**config.mk**
```make
export PLATFORM = sky130hd
export DESIGN_NAME = cursor_overlay
export DESIGN_NICKNAME = d
export VERILOG_FILES = /design/src/rtl/cursor_pkg.sv /design/src/rtl/cursor_pos_latch.sv /design/src/rtl/cursor_hit.sv /design/src/rtl/cursor_mix.sv /design/src/rtl/cursor_overlay.sv
export SDC_FILE = /design/constraint.sdc
export NUM_CORES = 1
export LEC_CHECK = 0
export BUFFER_PORTS_ARGS = -buffer_cell sky130_fd_sc_hd__buf_2
export CAP_MARGIN = 25
export CORE_AREA = 2 2 114 116
export CTS_BUF_LIST = sky130_fd_sc_hd__clkbuf_4 sky130_fd_sc_hd__clkbuf_8
export CTS_CLUSTER_DIAMETER = 100
export DETAILED_ROUTE_END_ITERATION = 12
export DIE_AREA = 0 0 116 118
export SETUP_SLACK_MARGIN = 0.2
export SLEW_MARGIN = 10
export SYNTH_ARGS = -nofsm -noshare
export SYNTH_HDL_FRONTEND = slang
export SYNTH_SLANG_ARGS = --single-unit
```
**constraint.sdc**
```tcl
create_clock -name clk -period 2.8 [get_ports clk]
set_clock_uncertainty 0.1 [all_clocks]
set_input_delay 0.56 -clock clk [delete_from_list [all_inputs] [get_ports clk]]
set_output_delay 0.56 -clock clk [all_outputs]
set_load 0.005 [all_outputs]
```
**src/rtl/cursor_pkg.sv**
```systemverilog
package cursor_pkg;
  localparam int BYTE_W   = 8;
  localparam int BIT_LOG  = $clog2(BYTE_W);
  typedef logic [1:0] cur_code_t;
  localparam cur_code_t CODE_CLEAR = 2'b00;
  localparam cur_code_t CODE_COL1  = 2'b01;
  localparam cur_code_t CODE_COL2  = 2'b10;
endpackage

```
**src/rtl/cursor_pos_latch.sv**
```systemverilog
module cursor_pos_latch #(
  parameter int CW = 12
) (
  input  logic          clk,
  input  logic          rst,
  input  logic          frame_start,
  input  logic [CW-1:0] pos_x,
  input  logic [CW-1:0] pos_y,
  output logic [CW-1:0] lat_x,
  output logic [CW-1:0] lat_y
);
  always_ff @(posedge clk) begin
    if (rst) begin
      lat_x <= '0;
      lat_y <= '0;
    end else if (frame_start) begin
      lat_x <= pos_x;
      lat_y <= pos_y;
    end
  end
endmodule

```
**src/rtl/cursor_hit.sv**
```systemverilog
module cursor_hit
  import cursor_pkg::*;
#(
  parameter int CW   = 12,
  parameter int PIXW = 24,
  parameter int CUR  = 64,
  localparam int CUR_LOG = $clog2(CUR),
  localparam int PA_W    = 2 * CUR_LOG - BIT_LOG,
  localparam int AW      = PA_W + 1
) (
  input  logic                clk,
  input  logic                rst,
  input  logic [CW-1:0]       hcount,
  input  logic [CW-1:0]       vcount,
  input  logic [CW-1:0]       lat_x,
  input  logic [CW-1:0]       lat_y,
  input  logic                enable,
  input  logic [PIXW-1:0]     pix_in,
  output logic [1:0][AW-1:0]  rd_addr,
  output logic                s1_hit,
  output logic [BIT_LOG-1:0]  s1_bit,
  output logic [PIXW-1:0]     s1_pix
);
  // distance from the bottom-right corner back to the current pixel
  logic [CW:0] dx, dy;
  logic        in_x, in_y;
  logic [CUR_LOG-1:0] col, row;
  logic [PA_W-1:0]    plane_addr;

  always_comb begin
    dx   = {1'b0, lat_x} - {1'b0, hcount};
    dy   = {1'b0, lat_y} - {1'b0, vcount};
    in_x = !dx[CW] && (dx[CW-1:CUR_LOG] == '0);
    in_y = !dy[CW] && (dy[CW-1:CUR_LOG] == '0);
    col  = ~dx[CUR_LOG-1:0];
    row  = ~dy[CUR_LOG-1:0];
    plane_addr = {row, col[CUR_LOG-1:BIT_LOG]};
  end

  // one read port per bit plane; top address bit selects the plane
  for (genvar p = 0; p < 2; p++) begin : g_plane
    assign rd_addr[p] = {p[0], plane_addr};
  end

  always_ff @(posedge clk) begin
    if (rst) begin
      s1_hit <= 1'b0;
      s1_bit <= '0;
      s1_pix <= '0;
    end else begin
      s1_hit <= enable && in_x && in_y;
      s1_bit <= dx[BIT_LOG-1:0];   // 7 - (col mod 8): bit 7 is leftmost
      s1_pix <= pix_in;
    end
  end
endmodule

```
**src/rtl/cursor_mix.sv**
```systemverilog
module cursor_mix
  import cursor_pkg::*;
#(
  parameter int PIXW = 24
) (
  input  logic                clk,
  input  logic                rst,
  input  logic                s1_hit,
  input  logic [BIT_LOG-1:0]  s1_bit,
  input  logic [PIXW-1:0]     s1_pix,
  input  logic [BYTE_W-1:0]   plane0,
  input  logic [BYTE_W-1:0]   plane1,
  input  logic [PIXW-1:0]     cur_col1,
  input  logic [PIXW-1:0]     cur_col2,
  input  logic [PIXW-1:0]     cur_col3,
  output logic [PIXW-1:0]     pix_out
);
  cur_code_t       code;
  logic [PIXW-1:0] nxt;

  always_comb begin
    code = {plane1[s1_bit], plane0[s1_bit]};
    nxt  = s1_pix;
    if (s1_hit) begin
      unique case (code)
        CODE_CLEAR: nxt = s1_pix;
        CODE_COL1:  nxt = cur_col1;
        CODE_COL2:  nxt = cur_col2;
        default:    nxt = cur_col3;
      endcase
    end
  end

  always_ff @(posedge clk) begin
    if (rst) pix_out <= '0;
    else     pix_out <= nxt;
  end
endmodule

```
**src/rtl/cursor_overlay.sv**
```systemverilog
module cursor_overlay
  import cursor_pkg::*;
#(
  parameter int CW   = 12,
  parameter int PIXW = 24,
  parameter int CUR  = 64,
  localparam int CUR_LOG = $clog2(CUR),
  localparam int AW      = 2 * CUR_LOG - BIT_LOG + 1
) (
  input  logic              clk,
  input  logic              rst,
  input  logic              frame_start,
  input  logic [CW-1:0]     hcount,
  input  logic [CW-1:0]     vcount,
  input  logic [PIXW-1:0]   pix_in,
  input  logic [CW-1:0]     pos_x,
  input  logic [CW-1:0]     pos_y,
  input  logic [1:0]        mode_bits,
  input  logic              big_mode,
  input  logic [PIXW-1:0]   cur_col1,
  input  logic [PIXW-1:0]   cur_col2,
  input  logic [PIXW-1:0]   cur_col3,
  output logic [AW-1:0]     rd_addr_a,
  input  logic [BYTE_W-1:0] rd_data_a,
  output logic [AW-1:0]     rd_addr_b,
  input  logic [BYTE_W-1:0] rd_data_b,
  output logic [PIXW-1:0]   pix_out
);
  logic [CW-1:0]        lat_x, lat_y;
  logic [1:0][AW-1:0]   rd_addr;
  logic                 s1_hit;
  logic [BIT_LOG-1:0]   s1_bit;
  logic [PIXW-1:0]      s1_pix;
  logic                 enable;

  assign enable    = (mode_bits != 2'b00) && big_mode;
  assign rd_addr_a = rd_addr[0];
  assign rd_addr_b = rd_addr[1];

  cursor_pos_latch #(.CW(CW)) u_pos (
    .clk(clk), .rst(rst), .frame_start(frame_start),
    .pos_x(pos_x), .pos_y(pos_y), .lat_x(lat_x), .lat_y(lat_y)
  );

  cursor_hit #(.CW(CW), .PIXW(PIXW), .CUR(CUR)) u_hit (
    .clk(clk), .rst(rst), .hcount(hcount), .vcount(vcount),
    .lat_x(lat_x), .lat_y(lat_y), .enable(enable), .pix_in(pix_in),
    .rd_addr(rd_addr), .s1_hit(s1_hit), .s1_bit(s1_bit), .s1_pix(s1_pix)
  );

  cursor_mix #(.PIXW(PIXW)) u_mix (
    .clk(clk), .rst(rst), .s1_hit(s1_hit), .s1_bit(s1_bit), .s1_pix(s1_pix),
    .plane0(rd_data_a), .plane1(rd_data_b),
    .cur_col1(cur_col1), .cur_col2(cur_col2), .cur_col3(cur_col3),
    .pix_out(pix_out)
  );
endmodule

```
==> flow_summary.json <==
{
  "status": "finished clean",
  "synth_seq_cells": 76,
  "die_y_microns": 118,
  "hold_viol": 0,
  "drt-initial-drc-count": 106,
  "diodes": 0,
  "gp_congestion": 0.838,
  "maxCapViolations": 0,
  "start_util_pct": 34.6,
  "first_global_vias": 4071,
  "dieWidth_microns": 116,
  "rsz0062_at_grt": "yes",
  "netlist_top_cells_area": "dfxtp_1 35%, mux2i_1 12%, ha_1 7.0%",
  "cp_max_fo": 2,
  "powerDensity_nw_per_um2": 477,
  "switchingPower_mw": 0.920,
  "via_per_inst": 4.74,
  "grt_usage_pct": 17.2,
  "swShare_pct": 32.5,
  "slew-limit-headroom_pct": 35.4,
  "clockBufferDepth": 2,
  "pwr-share-seq_pct": 41.1,
  "num_vias": 4161,
  "synth-edff-count": 0,
  "io-pin-count": 210,
  "cell_internal_pwr_mw": 1.91,
  "synthCells": 492,
  "syn_avg_cell_area_sq_um": 8.73,
  "yosysWarnings": 0,
  "worst_pin_slew_ps": 969,
  "globalRouteOverflowTotal": 0,
  "ys_types": 48,
  "dieArea_sq_um": 13700,
  "drt_wl_total_microns": 12200,
  "tritoncts": "built",
  "drc_errors": 0,
  "power.total_mw": 2.83,
  "finalMaxSlewViolations": 0,
  "antenna_found_initial": 0,
  "syn_nets": 684,
  "synth_most_common_cell": "dfxtp_1",
  "syn_area_sq_um": 4290,
  "synth_top_area_share_pct": 35.4,
  "cts_max_level": 3,
  "syn2layout_area_growth_pct": 38.2,
  "finalSetupTns_ps": 0,
  "cp-start-kind": "register",
  "clockPowerShare_pct": 28.4,
  "layout-drive-gt1-share_pct": 41.8,
  "num_rows": 41,
  "dp.cells": 853,
  "cp.arrival_ps": 1940,
  "combPwrFrac_pct": 30.5,
  "finalCritPeriodShare_pct": 92.9,
  "finalSetupViolCount": 0,
  "numCtsBuffers": 9,
  "min-delay-path-class": "input port to register",
  "root_buffer": "clkbuf_8",
  "holdBufCountCts": 0,
  "clk_latency_ps": 370,
  "crit_type": "register to output port",
  "nFillCells": 1250,
  "cp_data_required_time_ps": 2140,
  "routedWlPerCell_microns": 13.9,
  "ys.flop_type": "dfxtp_1",
  "yosysSeqAreaShare_pct": 35.4,
  "portBuffers": 207,
  "clk_pin_slew_worst_paths_ps": 90,
  "synthArstFlopShare_pct": 0,
  "drtPass1Iterations": 4,
  "power_leakage_nw": 2.91,
  "hold_ws_ps": 295,
  "vdd_drop_max_v": 0.000192,
  "grt_pass1_wl_microns": 18600,
  "final_cells": 877,
  "fin_crit_ps": 2600,
  "yosys.area.top_type": "dfxtp_1",
  "fmax_mhz": 384,
  "antenna_left": 0,
  "cp-end-kind": "output port",
  "grt_max_degree": 54,
  "dp_hpwl_microns": 9150,
  "ys_top_cells_by_count": "76 x dfxtp_1, 64 x nor2_1, 52 x mux2i_1",
  "clock-sinks": 76,
  "core_sq_um": 12400,
  "fin_nets": 892
}
per-layer routing:
layer / track usage (%) / up-vias / wire (microns)
li1: - / 2127 / -
met1: 19.2 / 1880 / 5070
met2: 31.0 / 136 / 6190
met3: 3.35 / 18 / 682
met4: 7.81 / 0 / 238
met5: 0 / - / 0
state kept, by name, indices dropped and copies added, names as in the netlist:
| signal | count |
|---|---|
| u_pos.lat_y | 12 |
| u_hit.s1_bit | 3 |
| u_pos.lat_x | 12 |
| u_hit.s1_pix | 24 |
| u_hit.s1_hit | 1 |
| u_mix.pix_out | 24 |
final cells by class:
| class | instances | area [sq um] | area share [%] |
|---|---|---|---|
| multi-input cells | 350 | 2630 | 44.4 |
| flip-flops and latches | 76 | 1530 | 25.7 |
| repair buffers | 231 | 1250 | 21.1 |
| well taps | 172 | 215 | 3.63 |
| clock buffers | 9 | 124 | 2.09 |
| inverters | 32 | 120 | 2.03 |
| clock inverters | 7 | 60.1 | 1.01 |
cell usage in the layout (no fill, tap or decap), drive strengths merged, types with 3 or more instances in the layout:
cell type	n
a21o	5
a21oi	36
buf	231
clkbuf	9
clkinvlp	3
dfxtp	76
ha	24
inv	35
mux2i	54
mux4	4
nand2	5
nand2b	8
nand4	3
nor2	64
nor2b	33
nor3	7
o21ai	44
o22ai	25
xnor2	4
xor2	3
through the flow:
step | utilization, % | area, sq um | worst slack, ps
global placement | 44.4 | 5510 | -22.5
CTS | 47.2 | 5860 | 80.0
finish | 47.8 | 5930 | 198
detailed placement | 44.5 | 5520 | -97.5
global route | 47.8 | 5930 | 101
floorplan | - | 4310 | 200
critical path, cell delays in order, from the launching register on:
cell,delay [ps]
dfxtp_2,340
inv_2,40
ha_4,150
fa_2,350
nor2b_2,140
buf_4,130
o21ai_2,40
nand2b_1,110
xnor2_2,130
buf_2,140
final timing paths:
kind,from,endpoint,slack (ps),depth (start not counted)
max,u_pos.lat_x[0],rd_addr_a[1],200,9
min,pix_in[0],u_hit.s1_pix[0],300,2
max reg2reg,u_pos.lat_x[0],u_hit.s1_hit,310,12
min reg2reg,u_hit.s1_pix[6],u_mix.pix_out[6],370,2
power groups by stage:
stage | clock, mW | combinational (mW) | sequential [mW]
final | 0.803 | 0.862 | 1.16
after global routing | 0.890 | 0.957 | 1.17
after floorplan | 0 | 0.542 | 1.18
after detailed placement | 0 | 0.812 | 1.19
after global placement | 0 | 0.801 | 1.19
after CTS | 0.849 | 0.853 | 1.16
repair_timing:
action	CTS	global route
pin swaps	9	15
setup endpoints to repair	14	9
gates resized for setup	28	12
buffers inserted	5	3
logic make-up (layout without fill, tap and decap cells):
logic type / after synthesis / in the layout / share of synthesized area, %
XOR/XNOR: 7 / 7 / 1.43
flip-flops: 76 / 76 / 35.4
other: 2 / 2 / 0.175
adder cells (fa/ha/maj): 26 / 26 / 7.93
AND/OR/NAND/NOR: 129 / 129 / 15.0
buffers and inverters: 66 / 279 / 7.02
multiplexers: 59 / 59 / 15.3
AO/OA/AOI/OAI: 127 / 127 / 17.7
Note: power is estimated with default switching activity, not from simulation.
